--- config.mk ---
export PLATFORM = sky130hd
export DESIGN_NAME = sram_cycle_decoder
export DESIGN_NICKNAME = d
export VERILOG_FILES = /design/src/rtl/sram_cyc_pkg.sv /design/src/rtl/sram_strobe_class.sv /design/src/rtl/sram_lane_we.sv /design/src/rtl/sram_cyc_state.sv /design/src/rtl/sram_cycle_decoder.sv
export SDC_FILE = /design/constraint.sdc
export NUM_CORES = 1
export LEC_CHECK = 0
export ABC_AREA = 1
export BUFFER_PORTS_ARGS = -buffer_cell sky130_fd_sc_hd__buf_2
export CORE_AREA = 2 2 39 41
export CTS_CLUSTER_SIZE = 10
export DETAILED_ROUTE_END_ITERATION = 8
export DIE_AREA = 0 0 41 43
export GPL_ROUTABILITY_DRIVEN = 0
export SETUP_SLACK_MARGIN = 0.5
export SLEW_MARGIN = 20
export SYNTH_ARGS = -nofsm -noshare
export SYNTH_HDL_FRONTEND = slang
export SYNTH_SLANG_ARGS = --single-unit
--- constraint.sdc ---
create_clock -name clk -period 2.98 [get_ports clk]
set_input_delay 0.894 -clock clk [delete_from_list [all_inputs] [get_ports clk]]
set_output_delay 0.894 -clock clk [all_outputs]
set_load 0.005 [all_outputs]
--- src/rtl/sram_cyc_pkg.sv ---
// Shared types for the burst SRAM cycle decoder.
// Assumes: a cycle-kind code of 7 is never produced.
package sram_cyc_pkg;

    // Registered cycle classification seen by the array and the counter
    typedef enum logic [2:0] {
        CK_IDLE     = 3'd0,
        CK_START_RD = 3'd1,
        CK_START_WR = 3'd2,
        CK_STEP_RD  = 3'd3,
        CK_STEP_WR  = 3'd4,
        CK_HOLD_RD  = 3'd5,
        CK_HOLD_WR  = 3'd6
    } cyc_kind_e;

    // What the strobes and selects mean on one edge
    typedef enum logic [1:0] {
        SC_NONE  = 2'd0,
        SC_DESEL = 2'd1,
        SC_CPU   = 2'd2,
        SC_CTL   = 2'd3
    } strobe_cls_e;

endpackage

--- src/rtl/sram_strobe_class.sv ---
// Classifies one edge from chip enable, chip selects and the two start strobes.
// Assumes: the processor strobe counts only while chip enable is low,
// and it has priority over the controller strobe.
module sram_strobe_class
    import sram_cyc_pkg::*;
(
    input  logic        chip_en_n,
    input  logic        sel_hi,
    input  logic        sel_lo_n,
    input  logic        start_cpu_n,
    input  logic        start_ctl_n,
    output strobe_cls_e cls
);
    logic sel_ok;

    assign sel_ok = sel_hi && !sel_lo_n;

    // Pick the edge class. A deselect is recognised only on a strobe.
    always_comb begin
        if (chip_en_n) begin
            cls = start_ctl_n ? SC_NONE : SC_DESEL;
        end else if (!sel_ok) begin
            cls = (start_cpu_n && start_ctl_n) ? SC_NONE : SC_DESEL;
        end else if (!start_cpu_n) begin
            cls = SC_CPU;
        end else if (!start_ctl_n) begin
            cls = SC_CTL;
        end else begin
            cls = SC_NONE;
        end
    end
endmodule

--- src/rtl/sram_lane_we.sv ---
// Builds the per-lane write mask from the global write, the byte gate and the lane selects.
// Assumes: 'block' is high on cycles that must not write, such as a processor
// start, a deselect, or an idle cycle.
module sram_lane_we #(
    parameter int NUM_LANES = 4
) (
    input  logic                 block,
    input  logic                 wr_all_n,
    input  logic                 wr_gate_n,
    input  logic [NUM_LANES-1:0] lane_wr_n,
    output logic [NUM_LANES-1:0] lane_we,
    output logic                 any_we
);
    // One enable per lane. The global write overrides the gated selects.
    for (genvar g = 0; g < NUM_LANES; g++) begin : g_lane
        always_comb begin
            lane_we[g] = !block && (!wr_all_n || (!wr_gate_n && !lane_wr_n[g]));
        end
    end

    // Reduce to a single "this cycle writes" flag
    assign any_we = |lane_we;
endmodule

--- src/rtl/sram_cyc_state.sv ---
// Holds the selected state and registers the cycle kind, lane mask and driver-off request.
// Assumes: cls and the mask come from the same edge; the reset is synchronous and active low.
module sram_cyc_state
    import sram_cyc_pkg::*;
#(
    parameter int NUM_LANES = 4
) (
    input  logic                 clk,
    input  logic                 rst_n,
    input  strobe_cls_e          cls,
    input  logic                 step_n,
    input  logic [NUM_LANES-1:0] mask_d,
    input  logic                 any_we_d,
    output cyc_kind_e            kind_q,
    output logic [NUM_LANES-1:0] mask_q,
    output logic                 active_q,
    output logic                 drv_off_q
);
    cyc_kind_e kind_d;
    logic      active_d;

    // Next cycle kind and next selected state
    always_comb begin
        kind_d   = CK_IDLE;
        active_d = active_q;
        case (cls)
            SC_DESEL: begin
                kind_d   = CK_IDLE;
                active_d = 1'b0;
            end
            SC_CPU: begin
                kind_d   = CK_START_RD;
                active_d = 1'b1;
            end
            SC_CTL: begin
                kind_d   = any_we_d ? CK_START_WR : CK_START_RD;
                active_d = 1'b1;
            end
            default: begin
                if (!active_q) begin
                    kind_d = CK_IDLE;
                end else if (!step_n) begin
                    kind_d = any_we_d ? CK_STEP_WR : CK_STEP_RD;
                end else begin
                    kind_d = any_we_d ? CK_HOLD_WR : CK_HOLD_RD;
                end
            end
        endcase
    end

    // Output registers, aligned with the registered write data
    always_ff @(posedge clk) begin
        if (!rst_n) begin
            kind_q    <= CK_IDLE;
            mask_q    <= '0;
            active_q  <= 1'b0;
            drv_off_q <= 1'b0;
        end else begin
            kind_q    <= kind_d;
            mask_q    <= mask_d;
            active_q  <= active_d;
            drv_off_q <= any_we_d;
        end
    end

    // the registered kind is never the unused code
    a_r11_kind_legal: assert property (@(posedge clk) disable iff (!rst_n)
        kind_q != cyc_kind_e'(3'd7));

    // a burst-step kind only appears while the selected state holds
    a_r8_step_needs_active: assert property (@(posedge clk) disable iff (!rst_n)
        (kind_q == CK_STEP_RD || kind_q == CK_STEP_WR ||
         kind_q == CK_HOLD_RD || kind_q == CK_HOLD_WR) |-> active_q);
endmodule

--- src/rtl/sram_cycle_decoder.sv ---
// Top level: decodes each edge of a burst SRAM's control inputs into a registered
// cycle kind, a per-lane write mask, the selected state and a driver-off request.
// Assumes: the inputs are already synchronous to clk; the array and the address counter are outside.
module sram_cycle_decoder
    import sram_cyc_pkg::*;
#(
    parameter int NUM_LANES = 4
) (
    input  logic                 clk,
    input  logic                 rst_n,
    input  logic                 chip_en_n,
    input  logic                 sel_hi,
    input  logic                 sel_lo_n,
    input  logic                 start_cpu_n,
    input  logic                 start_ctl_n,
    input  logic                 step_n,
    input  logic                 wr_all_n,
    input  logic                 wr_gate_n,
    input  logic [NUM_LANES-1:0] lane_wr_n,
    output logic [2:0]           cyc_kind,
    output logic [NUM_LANES-1:0] lane_we,
    output logic                 active,
    output logic                 drv_off
);
    localparam logic [NUM_LANES-1:0] ALL_LANES = {NUM_LANES{1'b1}};

    strobe_cls_e          cls;
    logic                 wr_block;
    logic [NUM_LANES-1:0] mask_d;
    logic                 any_we_d;
    cyc_kind_e            kind_q;
    logic                 sel_now;

    sram_strobe_class u_cls (
        .chip_en_n   (chip_en_n),
        .sel_hi      (sel_hi),
        .sel_lo_n    (sel_lo_n),
        .start_cpu_n (start_cpu_n),
        .start_ctl_n (start_ctl_n),
        .cls         (cls)
    );

    // Writes are blocked on a processor start, a deselect, or an idle unstrobed cycle
    always_comb begin
        wr_block = (cls == SC_CPU) || (cls == SC_DESEL) || (cls == SC_NONE && !active);
    end

    sram_lane_we #(.NUM_LANES(NUM_LANES)) u_we (
        .block     (wr_block),
        .wr_all_n  (wr_all_n),
        .wr_gate_n (wr_gate_n),
        .lane_wr_n (lane_wr_n),
        .lane_we   (mask_d),
        .any_we    (any_we_d)
    );

    sram_cyc_state #(.NUM_LANES(NUM_LANES)) u_state (
        .clk       (clk),
        .rst_n     (rst_n),
        .cls       (cls),
        .step_n    (step_n),
        .mask_d    (mask_d),
        .any_we_d  (any_we_d),
        .kind_q    (kind_q),
        .mask_q    (lane_we),
        .active_q  (active),
        .drv_off_q (drv_off)
    );

    assign cyc_kind = kind_q;

    // Port-level select qualification, used only by the checks below
    assign sel_now = !chip_en_n && sel_hi && !sel_lo_n;

    // a deselect on the controller strobe clears the state and blocks writes
    a_r2_desel: assert property (@(posedge clk) disable iff (!rst_n)
        (chip_en_n && !start_ctl_n) |=> (cyc_kind == 3'd0 && !active && lane_we == '0));

    // a processor start while selected begins a read and never writes
    a_r3_cpu_read: assert property (@(posedge clk) disable iff (!rst_n)
        (sel_now && !start_cpu_n) |=> (cyc_kind == 3'd1 && lane_we == '0 && active));

    // a global write on a controller start writes every lane
    a_r5_all_lanes: assert property (@(posedge clk) disable iff (!rst_n)
        (sel_now && start_cpu_n && !start_ctl_n && !wr_all_n)
        |=> (lane_we == ALL_LANES && cyc_kind == 3'd2));

    // a closed byte gate without a global write blocks the lane selects
    a_r6_gate_closed: assert property (@(posedge clk) disable iff (!rst_n)
        (wr_all_n && wr_gate_n) |=> (lane_we == '0));

    // an unstrobed cycle while deselected stays idle
    a_r9_idle_hold: assert property (@(posedge clk) disable iff (!rst_n)
        (!active && start_ctl_n && (start_cpu_n || chip_en_n))
        |=> (cyc_kind == 3'd0 && !active && lane_we == '0));

    // the driver-off request follows the lane mask
    a_r10_drv_off: assert property (@(posedge clk) disable iff (!rst_n)
        drv_off == (lane_we != '0));
endmodule

# After elaboration in Yosys (flattened, before gate mapping)
# Index checks and enable logic that the tools add are counted.
dict set report word_totals {
  wordCells 50
  output_inout_bits 9
  register_bits 9
}
dict set report classes {
  n_mux 13
  n_eq_ne 3
  reduce_logical 30
}
# operator n
set ops {}
lappend ops {{two-way mux 2 bit} 6}
lappend ops {{logical AND 1 bit} 11}
lappend ops {{logical NOT 1 bit} 9}
lappend ops {{two-way mux 3 bit} 3}
lappend ops {{one-hot mux 3 bit (3 select lines)} 1}
lappend ops {{logical OR 1 bit} 6}
lappend ops {{equality test 2 bit (second input constant)} 2}
lappend ops {{OR reduction 4 bit} 1}
lappend ops {{equality test 2 x 1 -> 1 bit (second input constant)} 1}
lappend ops {{logical NOT 2 bit} 1}
lappend ops {{two-way mux 1 bit} 2}
lappend ops {{one-hot mux 1 bit (2 select lines)} 1}
lappend ops {{nonzero test 2 bit} 1}
lappend ops {{OR reduction 2 bit} 1}

# Longest topological paths before layout
dict set report depth {
  depth_word 14
  depth_mapped 13
  depth_no_buf 13
}

# Hierarchy
# Synthesis repeated with hierarchy kept, for this count alone.
dict set report hier_totals {
  hier_cells 73
  area_unflattened_um2 460.4
}
# mod instances area_per_inst_um2 cells_each
set modules_own_cells {}
lappend modules_own_cells {sram_cyc_state 1 311.5 39}
lappend modules_own_cells {sram_lane_we 1 67.6 16}
lappend modules_own_cells {sram_strobe_class 1 46.3 11}
lappend modules_own_cells {sram_cycle_decoder 1 35.0 7}

# Least setup slack after synthesis
# No wires, ideal clock.
dict set report synth_path {
  path_type {input port to flip-flop}
  from {input sel_lo_n}
  to {register u_state.kind_q[1]}
  required_ns 2.921
  setup_time_ns 0.059
  path_buffers 0
  arrival_ns 2.598
  setup_slack_ns 0.324
  cell_stages 12
  cell_sequence {inv_1 > nand2_1 > nor3_1 > nor2_1 > ha_1 > a21oi_4 > o21ai_2 > nand2_2 > inv_2 > ha_1 > or3_1 > nand2_1}
}
dict set report synth_via {
  elab_chain_cells 14
  word_cells_on_any_way 23
  cone_classes {eq/ne: 3; mux: 8; reduce/logical: 12}
}
# element line_no
set synth_lines {}
lappend synth_lines {{start, declared} sram_cycle_decoder.sv:13} ;# input logic sel_lo_n,
lappend synth_lines {{logical NOT 1 bit *} n/a}
lappend synth_lines {{logical AND 1 bit *} sram_strobe_class.sv:16} ;# assign sel_ok = sel_hi && !sel_lo_n;
lappend synth_lines {{two-way mux 2 bit *} sram_strobe_class.sv:22} ;# end else if (!sel_ok) begin
lappend synth_lines {{two-way mux 2 bit *} sram_strobe_class.sv:20} ;# if (chip_en_n) begin
lappend synth_lines {{equality test 2 bit (tied with other cells)} {sram_cyc_state.sv:26, sram_cycle_decoder.sv:45}}
lappend synth_lines {{logical OR 1 bit or logical AND 1 bit (tied branches)} sram_cycle_decoder.sv:45} ;# wr_block = (cls == SC_CPU) || (cls == SC_DESEL) || (cls == SC_NONE && !active);
lappend synth_lines {{logical OR 1 bit} sram_cycle_decoder.sv:45}
lappend synth_lines {{logical NOT 1 bit} sram_lane_we.sv:17} ;# lane_we[g] = !block && (!wr_all_n || (!wr_gate_n && !lane_wr_n[g]));
lappend synth_lines {{logical AND 1 bit} sram_lane_we.sv:17}
lappend synth_lines {{OR reduction 4 bit} sram_lane_we.sv:22} ;# assign any_we = |lane_we;
lappend synth_lines {{two-way mux 3 bit or two-way mux 2 bit (tied branches)} {sram_cyc_state.sv:43, sram_cyc_state.sv:36, sram_cyc_state.sv:45}}
lappend synth_lines {{two-way mux 3 bit} sram_cyc_state.sv:42} ;# end else if (!step_n) begin
lappend synth_lines {{two-way mux 3 bit} sram_cyc_state.sv:40} ;# if (!active_q) begin
lappend synth_lines {{one-hot mux 3 bit (3 select lines) *} sram_cyc_state.sv:26} ;# case (cls)
lappend synth_lines {{end signal, assigned} sram_cyc_state.sv:59} ;# kind_q <= kind_d;
lappend synth_lines {{end, declared} sram_cyc_state.sv:14} ;# output cyc_kind_e kind_q,
# Mark *: on every way between the ends. The rest lies on a longest branch, timed or not.
# A chain may end at the register's enable or synchronous reset.

# Worst setup path after layout
# Ends and elaborated chain as after synthesis.

==> impl_metrics.csv <==
group,metric,value,unit
run_status,status,"complete, no violations",
clock_network,clockBufferDepth,2,
placed_design,place_area,591,sq um
clock_network,cts_buffers,3,
worst_setup_path,startpoint,"sel_lo_n",
cells_and_area,final_area,696,sq um
yosys,synth.ff_latch_count,9,
worst_setup_path,worstPathMaxFanout,3,
placed_design,pre_cts_ws,0.113,ns
timing,relSlewSlack,79.2,%
worst_setup_path,worstPathBufferInverterCount,4,
worst_setup_path,cp.depth,14,
cells_and_area,drive_gt1_share,53.5,%
worst_setup_path,cp.required,3.18,ns
timing,finalCritPeriodShare,80.5,%
worst_setup_path,arrival,2.60,ns
clock_network,root_buffer,"clkbuf_4",
die,core,1380,sq um
yosys,syn_avg_cell_area,7.64,sq um
timing,worst_pin_slew,0.309,ns
drt,vias,450,
worst_setup_path,worst_path_largest_cell_delay,0.38,ns
worst_setup_path,rrSetupSlack,1.45,ns
clock_network,clk_pin_slew_worst_paths,0.06,ns
die,floorplan.initialDensity,31.5,%
drt,wl_per_cell,8.64,um
clock_network,cts.htree.levels,1,
drt,route.detailed.drc,0,
cells_and_area,area_growth,59.8,%
yosys,ys_seq_area_share,41.4,%
timing,setup_ws,0.580,ns
grt,grt_pass1_vias,395,
yosys,synth_cell_types,17,
yosys,synth_top_area_share,41.4,%
min_path,hold_class,"register to register",
yosys,yosysTopAreaCell,"dfxtp_1",
grt,grtUsageTotal,11.2,%
timing,setup_tns,0,ns
timing,fmaxAchievable,417,MHz
worst_setup_path,reg2reg_to,"u_state.kind_q[1]",
die,ios,23,
cells_and_area,final_nets,104,
timing,finalHoldViolCount,0,
cells_and_area,final_cell_mix,"21 x buf_2, 11 x nand2_1, 9 x dfxtp_1",
yosys,yosys-top-cells-area,"dfxtp_1 41%, nand2_1 11%, ha_1 8.6%",
yosys,synth_warnings,0,
placed_design,hpwl,688,um
drt,avgViaCountPerCell,4.41,
placed_design,port_buffers,22,
grt,overflow,0,
worst_setup_path,crit_path_top_delay_cell,"or3_4",
flow_run,cap_violations,0,
drt,wirelength,881,um
power,ir_drop,0.165,mV
yosys,syn-cell-area,435,sq um
yosys,async_flop_share,0,%
timing,slew_viol_final,0,
power,power_density,422,nW/um^2
yosys,synth_edf_count,0,
cells_and_area,fillCellCount,131,
worst_setup_path,r2r-start,"u_state.active_q",
drt,drtPass1Iterations,6,
yosys,postSynthCellCount,57,
worst_setup_path,cp_cell_sequence,"buf_6 > inv_12 > nand2_8 > nor2_1 > nand2_1 > inv_2 > ha_4 > a21oi_4 > o21ai_2 > nand2_2 > inv_2 > ha_4 > or3_4 > nand2_2",
worst_setup_path,critical-path-top-delay-family,"simple AND/OR/NAND/NOR gates",
die,rows,14,
worst_setup_path,cp-end-kind,"register",
cells_and_area,antenna_cells,0,
die,die_w,41,um
grt,antenna_found_initial,0,
timing,fin_worst_skew,0.00173,ns
cells_and_area,layoutNonFillerInstCount,102,
clock_network,clock-sinks,9,
cells_and_area,mostFrequentLayoutCell,"buf_2",
timing,setup_violations,0,
die,die_area,1760,sq um
worst_setup_path,crit_end,"u_state.kind_q[1]",
grt,grt_max_degree,8,
timing,rsz0062_at_grt,"false",
grt,grt_pass1_wl,1.40,mm
power,p_leak,0.363,nW
yosys,synth_flop_cell,"dfxtp_1",
worst_setup_path,critPathKind,"input port to register",
drt,drt-initial-drc-count,8,
clock_network,cts_hold_buf,0,
worst_setup_path,ff2ff_path_depth,8,
die,dieHeight,43,um
placed_design,dpl.cell_count,95,
yosys,syn_nets,74,
clock_network,cts_tree,"built",
timing,final.min_clock_period,2.40,ns
worst_setup_path,cp-start-kind,"input port",
drt,drtAntennaViolNets,0,
clock_network,clock_latency,0.25,ns
worst min-delay path: cells and delay by family, from the launching register on:
family / cells / cell delay, ns
flops: 1 / 0.33
simple gates: 2 / 0.16
logic make-up after synthesis:
logic type	count (synthesis)	synth area share, %
and+or+nand+nor	27	27.9
buffers and inverters	10	8.62
DFF	9	41.4
AOI/OAI and AO/OA	8	13.5
adders and majority gates	3	8.62
cell usage after synthesis (2+ instances only):
cell / count
dfxtp_1: 9
nand2_1: 13
inv_1: 8
nand2_2: 2
nor3_1: 2
o21ai_2: 2
o21ai_0: 3
ha_1: 3
nor2_1: 6
inv_2: 2
flip-flops by register name, summed over array words and instances (netlist names):
name / count
u_state.drv_off_q: 1
u_state.mask_q: 4
u_state.kind_q: 3
u_state.active_q: 1
power by group:
| group | switching, mW | total (mW) | internal (mW) |
|---|---|---|---|
| Combinational | 0.0388 | 0.0739 | 0.0351 |
| Sequential | 0.00124 | 0.127 | 0.126 |
| Clock | 0.0413 | 0.0928 | 0.0515 |
| Total | 0.0813 | 0.294 | 0.212 |
per-stage QoR:
| stage | hold WS [ns] | total power [mW] | utilization (%) |
|---|---|---|---|
| finish | 0.532 | 0.294 | 50.3 |
| global route | 0.557 | 0.310 | 50.3 |
| CTS | 0.530 | 0.284 | 46.8 |
| detailed placement | 0.522 | 0.186 | 42.7 |
| global placement | 0.512 | 0.184 | 42.7 |
| floorplan | 0.482 | 0.164 | - |
worst min path at each step:
stage / start / endpoint / slack (ns) / depth (start not counted)
finish: u_state.active_q / u_state.kind_q[2] / 0.53 / 2
global route: u_state.active_q / u_state.kind_q[2] / 0.56 / 2
CTS: u_state.active_q / u_state.kind_q[2] / 0.53 / 2
detailed placement: u_state.active_q / u_state.kind_q[2] / 0.52 / 2
global placement: u_state.active_q / u_state.kind_q[2] / 0.51 / 2
floorplan: u_state.active_q / u_state.kind_q[2] / 0.48 / 2
layout make-up:
type | instances | area, sq um | share of cell area (%)
Timing Repair Buffer | 25 | 139 | 20.0
Multi-Input combinational cell | 38 | 280 | 40.3
Tap cell | 16 | 20.0 | 2.88
Inverter | 10 | 50.0 | 7.19
Clock buffer | 4 | 26.3 | 3.78
Sequential cell | 9 | 180 | 25.9
routing by layer:
metal	vias up	part of all wire [%]	track usage (%)
met3	2	9.0	3.14
met1	191	40	12.0
met4	0	0.23	4.00
met2	22	50	19.4
met5	-	0	0
li1	235	-	-
what timing repair did:
action | CTS | global route
cloned | 0 | 0
setup endpoints to repair | 1 | 1
buffers inserted | 3 | 0
gates resized for setup | 2 | 8
pin swaps | 4 | 7
No activity file was read; power rests on OpenSTA's default activity.
